`src/rtl/mwl_pkg.sv`:
```
package mwl_pkg;

  localparam int unsigned WORD_W = 32;
  localparam int unsigned LEN_W  = 8;

  typedef enum logic [2:0] {
    TX_IDLE,
    TX_FILL,
    TX_CHECK,
    TX_WAIT,
    TX_WRITE,
    TX_DRAIN
  } tx_state_t;

  typedef enum logic [1:0] {
    RX_IDLE,
    RX_READ,
    RX_EMIT
  } rx_state_t;

  function automatic logic [WORD_W-1:0] keep_low_bytes(input logic [WORD_W-1:0] w,
                                                       input logic [1:0] nbytes);
    logic [WORD_W-1:0] r;
    case (nbytes)
      2'd1:    r = w & 32'h0000_00FF;
      2'd2:    r = w & 32'h0000_FFFF;
      2'd3:    r = w & 32'h00FF_FFFF;
      default: r = w;
    endcase
    return r;
  endfunction

endpackage

```
`src/rtl/mwl_winbank.sv`:
```
module mwl_winbank #(
  parameter int unsigned NWIN = 4
) (
  input  logic                             clk,
  input  logic                             rst_n,
  input  logic                             set_en,
  input  logic [((NWIN>1)?$clog2(NWIN):1)-1:0] set_idx,
  input  logic [mwl_pkg::WORD_W-1:0]       set_data,
  input  logic                             clr_en,
  input  logic [((NWIN>1)?$clog2(NWIN):1)-1:0] clr_idx,
  input  logic [((NWIN>1)?$clog2(NWIN):1)-1:0] rd_idx,
  output logic [mwl_pkg::WORD_W-1:0]       rd_data,
  output logic                             irq,
  output logic                             top_empty
);
  import mwl_pkg::*;

  localparam int unsigned IDXW = (NWIN > 1) ? $clog2(NWIN) : 1;
  localparam logic [IDXW-1:0] TOP_IDX = IDXW'(NWIN - 1);

  logic [WORD_W-1:0] win_q [NWIN];

  for (genvar g = 0; g < NWIN; g++) begin : g_win
    always_ff @(posedge clk or negedge rst_n) begin
      if (!rst_n) begin
        win_q[g] <= '0;
      end else if (clr_en && clr_idx == IDXW'(g)) begin
        win_q[g] <= '0;
      end else if (set_en && set_idx == IDXW'(g)) begin
        win_q[g] <= win_q[g] | set_data;
      end
    end
  end

  assign rd_data   = win_q[rd_idx];
  assign irq       = |win_q[NWIN-1];
  assign top_empty = ~(|win_q[NWIN-1]);

  // A window must be drained before it is written again.
  p_no_overwrite_r3: assert property (@(posedge clk) disable iff (!rst_n)
    set_en |-> (win_q[set_idx] == '0));

  // The doorbell only comes from the top window.
  p_irq_from_top_r2: assert property (@(posedge clk) disable iff (!rst_n)
    $rose(irq) |-> $past(set_en && set_idx == TOP_IDX));

  // The interrupt only falls when the top window is cleared.
  p_irq_drop_by_clear_r7: assert property (@(posedge clk) disable iff (!rst_n)
    $fell(irq) |-> $past(clr_en && clr_idx == TOP_IDX));

  p_no_set_clear_clash_r3: assert property (@(posedge clk) disable iff (!rst_n)
    !(set_en && clr_en && set_idx == clr_idx));

endmodule

```
`src/rtl/mwl_tx.sv`:
```
module mwl_tx #(
  parameter int unsigned NWIN = 4
) (
  input  logic                             clk,
  input  logic                             rst_n,
  input  logic                             in_valid,
  output logic                             in_ready,
  input  logic [mwl_pkg::WORD_W-1:0]       in_data,
  input  logic [mwl_pkg::LEN_W-1:0]        in_len,
  input  logic                             top_empty,
  output logic                             wr_en,
  output logic [((NWIN>1)?$clog2(NWIN):1)-1:0] wr_idx,
  output logic [mwl_pkg::WORD_W-1:0]       wr_data,
  output logic                             busy,
  output logic                             done,
  output logic                             err
);
  import mwl_pkg::*;

  localparam int unsigned IDXW  = (NWIN > 1) ? $clog2(NWIN) : 1;
  localparam int unsigned LEFTW = LEN_W - 1;
  localparam logic [IDXW-1:0] TOP_IDX = IDXW'(NWIN - 1);

  tx_state_t          state_q;
  logic [LEFTW-1:0]   left_q;
  logic [1:0]         tail_q;
  logic [IDXW-1:0]    cnt_q;
  logic [IDXW-1:0]    widx_q;
  logic [WORD_W-1:0]  buf_q [NWIN];
  logic               done_q, err_q;

  logic               take;
  logic [WORD_W-1:0]  word_in;
  logic [LEFTW-1:0]   start_left;

  assign in_ready   = (state_q == TX_FILL) || (state_q == TX_DRAIN);
  assign take       = in_valid && in_ready;
  assign word_in    = (left_q == LEFTW'(1) && tail_q != 2'd0) ?
                      keep_low_bytes(in_data, tail_q) : in_data;
  assign start_left = LEFTW'(({1'b0, in_len} + 9'd3) >> 2);

  assign wr_en   = (state_q == TX_WRITE);
  assign wr_idx  = TOP_IDX - widx_q;
  assign wr_data = buf_q[widx_q];
  assign busy    = (state_q != TX_IDLE);
  assign done    = done_q;
  assign err     = err_q;

  always_ff @(posedge clk or negedge rst_n) begin
    if (!rst_n) begin
      state_q <= TX_IDLE;
      left_q  <= '0;
      tail_q  <= '0;
      cnt_q   <= '0;
      widx_q  <= '0;
      done_q  <= 1'b0;
      err_q   <= 1'b0;
    end else begin
      done_q <= 1'b0;
      err_q  <= 1'b0;
      unique case (state_q)
        TX_IDLE: begin
          if (in_valid) begin
            left_q  <= start_left;
            tail_q  <= in_len[1:0];
            cnt_q   <= '0;
            state_q <= TX_FILL;
          end
        end
        TX_FILL: begin
          if (take) begin
            left_q <= left_q - LEFTW'(1);
            if (cnt_q == TOP_IDX || left_q == LEFTW'(1)) begin
              widx_q  <= cnt_q;
              state_q <= TX_CHECK;
            end else begin
              cnt_q <= cnt_q + IDXW'(1);
            end
          end
        end
        TX_CHECK: begin
          if (buf_q[0] == '0) begin
            err_q   <= 1'b1;
            state_q <= (left_q != '0) ? TX_DRAIN : TX_IDLE;
          end else begin
            state_q <= TX_WAIT;
          end
        end
        TX_WAIT: begin
          if (top_empty) state_q <= TX_WRITE;
        end
        TX_WRITE: begin
          if (widx_q == '0) begin
            cnt_q <= '0;
            if (left_q == '0) begin
              done_q  <= 1'b1;
              state_q <= TX_IDLE;
            end else begin
              state_q <= TX_FILL;
            end
          end else begin
            widx_q <= widx_q - IDXW'(1);
          end
        end
        TX_DRAIN: begin
          if (take) begin
            left_q <= left_q - LEFTW'(1);
            if (left_q == LEFTW'(1)) state_q <= TX_IDLE;
          end
        end
        default: state_q <= TX_IDLE;
      endcase
    end
  end

  always_ff @(posedge clk or negedge rst_n) begin
    if (!rst_n) begin
      for (int i = 0; i < NWIN; i++) buf_q[i] <= '0;
    end else if (state_q == TX_FILL && take) begin
      buf_q[cnt_q] <= word_in;
    end
  end

  p_done_err_excl_r8: assert property (@(posedge clk) disable iff (!rst_n)
    !(done && err));

  p_done_after_busy_r8: assert property (@(posedge clk) disable iff (!rst_n)
    done |-> $past(busy));

  // The top window is written last, and only once the lower ones are in.
  p_top_written_last_r1: assert property (@(posedge clk) disable iff (!rst_n)
    (wr_en && wr_idx == TOP_IDX) |=> !wr_en);

endmodule

```
`src/rtl/mwl_rx.sv`:
```
module mwl_rx #(
  parameter int unsigned NWIN = 4
) (
  input  logic                             clk,
  input  logic                             rst_n,
  input  logic                             irq,
  output logic [((NWIN>1)?$clog2(NWIN):1)-1:0] rd_idx,
  input  logic [mwl_pkg::WORD_W-1:0]       rd_data,
  output logic                             clr_en,
  output logic [((NWIN>1)?$clog2(NWIN):1)-1:0] clr_idx,
  output logic                             out_valid,
  input  logic                             out_ready,
  output logic [mwl_pkg::WORD_W-1:0]       out_data,
  output logic                             out_last
);
  import mwl_pkg::*;

  localparam int unsigned IDXW = (NWIN > 1) ? $clog2(NWIN) : 1;
  localparam logic [IDXW-1:0] TOP_IDX = IDXW'(NWIN - 1);

  rx_state_t         state_q;
  logic [IDXW-1:0]   j_q;
  logic [IDXW-1:0]   p_q;
  logic [WORD_W-1:0] buf_q [NWIN];

  assign rd_idx    = j_q;
  assign clr_idx   = j_q;
  assign clr_en    = (state_q == RX_READ);
  assign out_valid = (state_q == RX_EMIT);
  assign out_data  = buf_q[p_q];
  assign out_last  = out_valid && (p_q == TOP_IDX);

  always_ff @(posedge clk or negedge rst_n) begin
    if (!rst_n) begin
      state_q <= RX_IDLE;
      j_q     <= '0;
      p_q     <= '0;
    end else begin
      unique case (state_q)
        RX_IDLE: begin
          if (irq) begin
            j_q     <= '0;
            state_q <= RX_READ;
          end
        end
        RX_READ: begin
          if (j_q == TOP_IDX) begin
            p_q     <= '0;
            state_q <= RX_EMIT;
          end else begin
            j_q <= j_q + IDXW'(1);
          end
        end
        RX_EMIT: begin
          if (out_ready) begin
            if (p_q == TOP_IDX) state_q <= RX_IDLE;
            else                p_q <= p_q + IDXW'(1);
          end
        end
        default: state_q <= RX_IDLE;
      endcase
    end
  end

  always_ff @(posedge clk or negedge rst_n) begin
    if (!rst_n) begin
      for (int i = 0; i < NWIN; i++) buf_q[i] <= '0;
    end else if (state_q == RX_READ) begin
      buf_q[TOP_IDX - j_q] <= rd_data;
    end
  end

  p_out_hold_r9: assert property (@(posedge clk) disable iff (!rst_n)
    (out_valid && !out_ready) |=> (out_valid && $stable(out_data) && $stable(out_last)));

  // Windows are cleared one after another, lowest index first.
  p_clear_ascending_r7: assert property (@(posedge clk) disable iff (!rst_n)
    (clr_en && clr_idx != '0) |-> ($past(clr_en) && $past(clr_idx) == clr_idx - IDXW'(1)));

  p_read_on_irq_r2: assert property (@(posedge clk) disable iff (!rst_n)
    $rose(clr_en) |-> $past(irq));

endmodule

```
`src/rtl/msg_window_link.sv`:
```
module msg_window_link #(
  parameter int unsigned NWIN = 4
) (
  input  logic        clk,
  input  logic        rst_n,
  input  logic        in_valid,
  output logic        in_ready,
  input  logic [31:0] in_data,
  input  logic [7:0]  in_len,
  output logic        tx_busy,
  output logic        tx_done,
  output logic        tx_err,
  output logic        rx_irq,
  output logic        out_valid,
  input  logic        out_ready,
  output logic [31:0] out_data,
  output logic        out_last
);
  import mwl_pkg::*;

  localparam int unsigned IDXW = (NWIN > 1) ? $clog2(NWIN) : 1;

  logic              wr_en;
  logic [IDXW-1:0]   wr_idx;
  logic [WORD_W-1:0] wr_data;
  logic              clr_en;
  logic [IDXW-1:0]   clr_idx;
  logic [IDXW-1:0]   rd_idx;
  logic [WORD_W-1:0] rd_data;
  logic              irq;
  logic              top_empty;

  mwl_tx #(.NWIN(NWIN)) u_tx (
    .clk       (clk),
    .rst_n     (rst_n),
    .in_valid  (in_valid),
    .in_ready  (in_ready),
    .in_data   (in_data),
    .in_len    (in_len),
    .top_empty (top_empty),
    .wr_en     (wr_en),
    .wr_idx    (wr_idx),
    .wr_data   (wr_data),
    .busy      (tx_busy),
    .done      (tx_done),
    .err       (tx_err)
  );

  mwl_winbank #(.NWIN(NWIN)) u_bank (
    .clk       (clk),
    .rst_n     (rst_n),
    .set_en    (wr_en),
    .set_idx   (wr_idx),
    .set_data  (wr_data),
    .clr_en    (clr_en),
    .clr_idx   (clr_idx),
    .rd_idx    (rd_idx),
    .rd_data   (rd_data),
    .irq       (irq),
    .top_empty (top_empty)
  );

  mwl_rx #(.NWIN(NWIN)) u_rx (
    .clk       (clk),
    .rst_n     (rst_n),
    .irq       (irq),
    .rd_idx    (rd_idx),
    .rd_data   (rd_data),
    .clr_en    (clr_en),
    .clr_idx   (clr_idx),
    .out_valid (out_valid),
    .out_ready (out_ready),
    .out_data  (out_data),
    .out_last  (out_last)
  );

  assign rx_irq = irq;

endmodule

```
`config.mk`:
```
export PLATFORM = sky130hd
export DESIGN_NAME = msg_window_link
export DESIGN_NICKNAME = d
export VERILOG_FILES = /design/src/rtl/mwl_pkg.sv /design/src/rtl/mwl_winbank.sv /design/src/rtl/mwl_tx.sv /design/src/rtl/mwl_rx.sv /design/src/rtl/msg_window_link.sv
export SDC_FILE = /design/constraint.sdc
export NUM_CORES = 1
export LEC_CHECK = 0
export ABC_CLOCK_PERIOD_IN_PS = 2500
export BUFFER_PORTS_ARGS = -buffer_cell sky130_fd_sc_hd__buf_2
export CAP_MARGIN = 30
export CORE_MARGIN = 10
export CORE_UTILIZATION = 60
export CTS_CLUSTER_DIAMETER = 100
export DETAILED_ROUTE_END_ITERATION = 8
export GPL_TIMING_DRIVEN = 0
export PLACE_DENSITY = 0.83
export REMOVE_ABC_BUFFERS = 1
export SYNTH_ARGS = -nofsm -noshare
export SYNTH_HDL_FRONTEND = slang
export SYNTH_SLANG_ARGS = --single-unit
```
`constraint.sdc`:
```
create_clock -name clk -period 2.5 [get_ports clk]
set_input_delay 0.25 -clock clk [delete_from_list [all_inputs] [get_ports clk]]
set_output_delay 0.25 -clock clk [all_outputs]
set_load 0.05 [all_outputs]
```
# Yosys cells after proc, flatten, opt, wreduce, memory -nomap -nowiden
# Index checks and enable logic that the tools add are counted.
totals:
  input_bits: 44
  output_inout_bits: 39
  regBits: 408
  word_cells: 191
classes:
  n_bitwise: 9
  addsub: 8
  n_eq_ne: 35
  n_lt_le_gt_ge: 7
  mux: 65
  n_reduce_logical: 45
ops:
  columns: ["cell", "count"]
  rows:
  - ["$mux 32", 17]
  - ["$bwmux 128", 2]
  - ["$bmux 32 s2", 3]
  - ["$demux 32 s2", 2]
  - ["$or 32x32->32", 4]
  - ["$pmux 32 s3", 1]
  - ["$logic_not 32->1", 1]
  - ["$mux 2", 16]
  - ["$reduce_or 32->1", 1]
  - ["$mux 3", 9]
  - ["$ne 2x2->1 const B", 13]
  - ["$eq 2x2->1 const B", 9]
  - ["$pmux 3 s6", 1]
  - ["$reduce_bool 2->1", 9]
  - ["$ge 3x3->1 const B", 5]
  - ["$not 2->3", 5]
  - ["$logic_and 1x1->1", 14]
  - ["$mux 7", 2]
  - ["$pmux 7 s2", 1]
  - ["$pmux 2 s2", 3]
  - ["$pmux 2 s3", 2]
  - ["$reduce_and 4->1", 3]
  - ["$add 8x2->9 const B", 1]
  - ["$eq 2x1->1 const B", 4]
  - ["other kinds (22)", 41]

# Logic depth before layout (Yosys ltp)
logic_depth:
  depth_word: 7
  ltp_mapped: 9
  depth_no_buf: 6

# Cells and area by module
# A second synthesis with hierarchy kept.
hier_totals:
  cells_unflattened: 1421
  hier_area_um2: 18544.0
modules_own_cells:
  columns: ["module", "n_inst", "cells_each", "area_each_um2", "seq_area_each_um2"]
  rows:
  - ["mwl_tx", 1, 599, 6847.8, 3653.5]
  - ["mwl_rx", 1, 348, 6271.0, 3353.2]
  - ["mwl_winbank", 1, 474, 5425.2, 3203.1]

# Worst setup path before layout
# No wires, ideal clock.
synth_timing:
  path_kind: "flip-flop to flip-flop"
  from: "register u_tx.widx_q[0]"
  to: "register u_tx.widx_q[1]"
  period_less_slack_ns: 2.311
  slack_ns: 0.189
  n_path_buf: 2
  path_stages_with_launch: 9
  required_ns: 2.375
  setup_ns: 0.125
  t_arrival_ns: 2.186
  cell_sequence: "dfrtp_1 > buf_2 > buf_2 > inv_1 > ha_1 > or3b_2 > a21o_1 > nand2_1 > mux2_2"
synth_via:
  elab_chain_len: 3
  elab_cells_between_ends: 6
  cone_classes: "add/sub: 1; eq/ne: 1; mux: 2; reduce/logical: 2"
synth_rtl:
  columns: ["element", "line_no", "text"]
  rows:
  - ["start: declaration", "mwl_tx.sv:28", "logic [IDXW-1:0] widx_q;"]
  - ["start signal: assignment", "mwl_tx.sv:74", "widx_q <= cnt_q;"]
  - ["start signal: assignment", "mwl_tx.sv:102", "widx_q <= widx_q - IDXW'(1);"]
  - ["$sub 2x1->2 / $logic_not 2->1 (equally long branches)", "mwl_tx.sv:102, mwl_tx.sv:93", null]
  - ["$mux 2 / $ne 2x2->1 (equally long branches)", null, null]
  - ["$pmux 2 s2 / $reduce_and 4->1 (equally long branches)", null, null]
# Several ways; a longest one is shown, not always the timed one. The select of a mux whose other input is x is not followed.
# A chain may end at the register's enable or synchronous reset.

# Final worst setup path
layout_timing:
  from: "register u_tx.state_q[2]"
  to: "register u_bank.win_q[114] (netlist bit)"
layout_via:
  elab_chain_len: 3
layout_rtl:
  columns: ["element", "line_no", "text"]
  rows:
  - ["start: declaration", "mwl_tx.sv:24", "tx_state_t state_q;"]
  - ["start signal: assignment", "mwl_tx.sv:84", "state_q <= (left_q != '0) ? TX_DRAIN : TX_IDLE;"]
  - ["$eq 3x3->1", "mwl_tx.sv:42", "assign wr_en = (state_q == TX_WRITE);"]
  - ["$logic_and 1x1->1", "mwl_winbank.sv:29", "end else if (set_en && set_idx == IDXW'(g)) begin"]
  - ["$reduce_bool 2->1 (no source line)", null, null]
  - ["end signal: indexed assignment", "mwl_winbank.sv:30", "win_q[g] <= win_q[g] | set_data;"]
  - ["end: declaration", "mwl_winbank.sv:21", "logic [WORD_W-1:0] win_q [NWIN];"]
# No other way between the ends.

==> flow_summary_export.csv <==
group,metric,value,unit
synthesis,synth.distinct_cells,51,
drt,remaining_drc_errors,0,
hold_path,min_path_type,"input pin to register",
grt,grt_usage,22.8,%
synthesis,synth_area_leaders,"dfrtp_1 56%, mux4_2 12%, mux2_2 8.2%, nand2_1 4.9%, a21oi_1 3.8%",
run,maxCapViolations,0,
grt,grt_pass1_wl,70700,µm
synthesis,yosysWarnings,0,
synthesis,synthesis.area,0.0181,mm²
place,dp_worst_setup_slack,-0.143,ns
floorplan,core,0.0297,mm²
sta,hold_viol_final,0,
clocking,numCtsBuffers,42,
floorplan,start_util,60.8,%
sta,fin_tns_setup,0,ns
power,power_density,1250,mW/mm²
cells_and_area,multi_input_area,0.00737,mm²
cells_and_area,ff_latch_area,0.0102,mm²
floorplan,die_y,194,µm
place,io_buffers,82,
cells_and_area,area_growth,13.9,%
cells_and_area,drive_above_1_share,27.4,%
synthesis,synth_most_common_cell,"dfrtp_1",
cells_and_area,diodes,0,
clocking,cts-root-buf,"clkbuf_16",
sta,layout_setup_ws,0.0761,ns
sta,tightest_slew,0.900,ns
drt,drtIter0Drc,1193,
place,routabilityCongestion,0.845,
sta,finClkSkew,0.0142,ns
sta,slew_viol_final,0,
synthesis,synth-compound-area-share,7.94,%
grt,grt_pass1_vias,13100,
floorplan,die_area,0.0375,mm²
synthesis,muxShareOfSynthArea,20.4,%
worst_setup_path,worst_ep_required_time,2.95,ns
worst_setup_path,critPathKind,"register to register",
worst_setup_path,critical_path_arrival,2.88,ns
place,post-dp-hpwl,26700,µm
grt,gr-total-overflow,0,
synthesis,synth_top_family_by_area,"multiplexers",
grt,grt_max_degree,116,
synthesis,synth_edf_count,0,
clocking,clk_latency,0.54,ns
synthesis,synth_seq_cells,408,
clocking,cts_tree,"built",
floorplan,fp-row-count,63,
synthesis,synth-xor-area-share,0.291,%
drt,postRouteAntennaNets,0,
cells_and_area,fillers,1910,
clocking,clock_path_buffers,3,
synthesis,postSynth.asyncResetShare,100,%
synthesis,yosys.area.top_type,"dfrtp_1",
drt,viasPerCell,6.35,
synthesis,synth-main-ff-cell,"dfrtp_1",
sta,min_period_over_period,97.0,%
synthesis,synth_area_per_cell,12.1,µm²
floorplan,die_w,194,µm
sta,setup_violations,0,
sta,fmax,413,MHz
worst_setup_path,critPathLaunchType,"register",
power,vdd_drop_max,0.791,mV
power,leakage,9.87,nW
sta,whs,0.00325,ns
worst_setup_path,end_kind,"register",
worst_setup_path,cp_max_fo,19,
sta,slew_headroom,39.7,%
synthesis,synth_common_cells,"408 x dfrtp_1, 235 x nand2_1, 140 x nor2_1",
synthesis,synth_simple_gate_area_share,10.6,%
status,outcome,"completed",
grt,antenna_found_initial,0,
sta,period_minus_slack,2.42,ns
synthesis,ys_seq_area_share,56.5,%
drt,post_drt_wl_per_cell,22.0,µm
drt,vias,12600,
synthesis,netlist_instances,1500,
cells_and_area,num-nets-final,1623,
drt,finalWirelength,43700,µm
synthesis,synth_adder_area_share,1.11,%
synthesis,synth_top_area_share,56.5,%
clocking,cts_htree_levels,2,
clocking,clkSinkCount,408,
clocking,clkTransAtPathRegs,0.07,ns
drt,drtPass1Iterations,6,
floorplan,io_pins,83,
[cells by family after synthesis]
| kind of cell | Yosys count |
|---|---|
| fa+ha+maj | 16 |
| xor+xnor | 6 |
| buf+inv | 116 |
| simple gates | 452 |
| compound gates | 271 |
| mux | 231 |
| flops | 408 |
[metal layers]
metal | global-route usage, % | wire (µm) | vias to the layer above
met1 | 30.7 | 17600 | 6436
li1 | - | - | 5423
met4 | 6.44 | 892 | 0
met2 | 37.0 | 21600 | 641
met3 | 4.50 | 3600 | 94
met5 | 0 | 0 | -
[where the power goes]
group / internal [mW] / leakage (nW) / switching [mW]
Combinational: 3.86 / 3.71 / 5.52
Clock: 3.90 / 0.706 / 2.52
Sequential: 8.49 / 5.45 / 1.50
[worst paths after layout]
path                                        startpoint                            end  slack [ns]  depth (start not counted)
setup reg to reg           u_tx.state_q[2]$_DFFE_PN0P_  u_bank.win_q[114]$_DFFE_PN0P_        0.08                          5
setup / recovery           u_tx.state_q[2]$_DFFE_PN0P_  u_bank.win_q[114]$_DFFE_PN0P_        0.08                          5
hold reg to reg            u_rx.buf_q[117]$_DFFE_PN0P_    u_rx.buf_q[117]$_DFFE_PN0P_        0.48                          2
min in group asynchronous                        rst_n     u_tx.buf_q[91]$_DFFE_PN0P_        0.35                          2
max in group asynchronous                        rst_n     u_tx.buf_q[66]$_DFFE_PN0P_        0.71                          4
hold / removal                              in_data[0]     u_tx.buf_q[96]$_DFFE_PN0P_       0.003                          2
[sequential cells by signal, summed over array words and instances, names as in the netlist]
| signal | count |
|---|---|
| u_bank.win_q | 128 |
| u_rx.buf_q | 128 |
| u_rx.clr_idx | 2 |
| u_rx.p_q | 2 |
| u_rx.state_q | 2 |
| u_tx.buf_q | 128 |
| u_tx.cnt_q | 2 |
| u_tx.done | 1 |
| u_tx.err | 1 |
| u_tx.left_q | 7 |
| u_tx.state_q | 3 |
| u_tx.tail_q | 2 |
| u_tx.widx_q | 2 |
[area by class of cell]
| class | instances | area share, % |
|---|---|---|
| Clock buffer | 63 | 6.13 |
| Tap cell | 390 | 2.37 |
| Multi-Input combinational cell | 977 | 35.8 |
| Sequential cell | 408 | 49.6 |
| Clock inverter | 12 | 0.777 |
| Inverter | 15 | 0.273 |
| Timing Repair Buffer | 119 | 5.04 |
[placed cells by master, fill, tap and decap left out, types with 4 or more instances in the layout]
cell type / count
nand2_2: 5
nand2_1: 230
mux4_2: 96
nor3_1: 4
buf_4: 10
clkbuf_8: 7
bufinv_16: 4
and2_1: 4
ha_1: 16
a21oi_1: 137
a22o_1: 5
nand3_1: 11
and2_4: 4
buf_16: 9
nor4_1: 16
dfrtp_1: 402
nand4_1: 4
inv_1: 15
buf_12: 11
nor2b_1: 4
xor2_1: 5
nor2_1: 140
o21ai_0: 110
buf_2: 81
dlygate4sd3_1: 6
dfrtp_4: 4
clkbuf_1: 11
mux2_2: 131
clkinv_2: 8
clkbuf_16: 45
[through the flow]
step | power (mW) | instance area, µm² | utilization, % | cells
global placement | 17.8 | 18500 | 62.1 | 1871
floorplan | 15.5 | 17600 | - | 1399
finish | 25.8 | 20600 | 69.3 | 1984
CTS | 25.4 | 20500 | 69.1 | 1978
detailed placement | 18.6 | 18900 | 63.6 | 1888
global route | 27.0 | 20600 | 69.3 | 1984
[worst max-delay path: stages (launching register included)]
cell and delay [ns]:
dfrtp_1 0.64, nor3b_2 0.49, and2_1 0.69, buf_16 0.24
a21oi_1 0.10, nor2_1 0.15
[repair_timing]
action                                  in CTS  in global routing
gates cloned                                 0                  1
endpoints found under the hold margin      125                  0
endpoints found under the setup margin      58                 39
buffers inserted                             9                  5
pin swaps                                    3                  1
hold buffers                                 6                  0
resized for setup                            9                  3
Note: power is estimated with default switching activity, not from simulation.
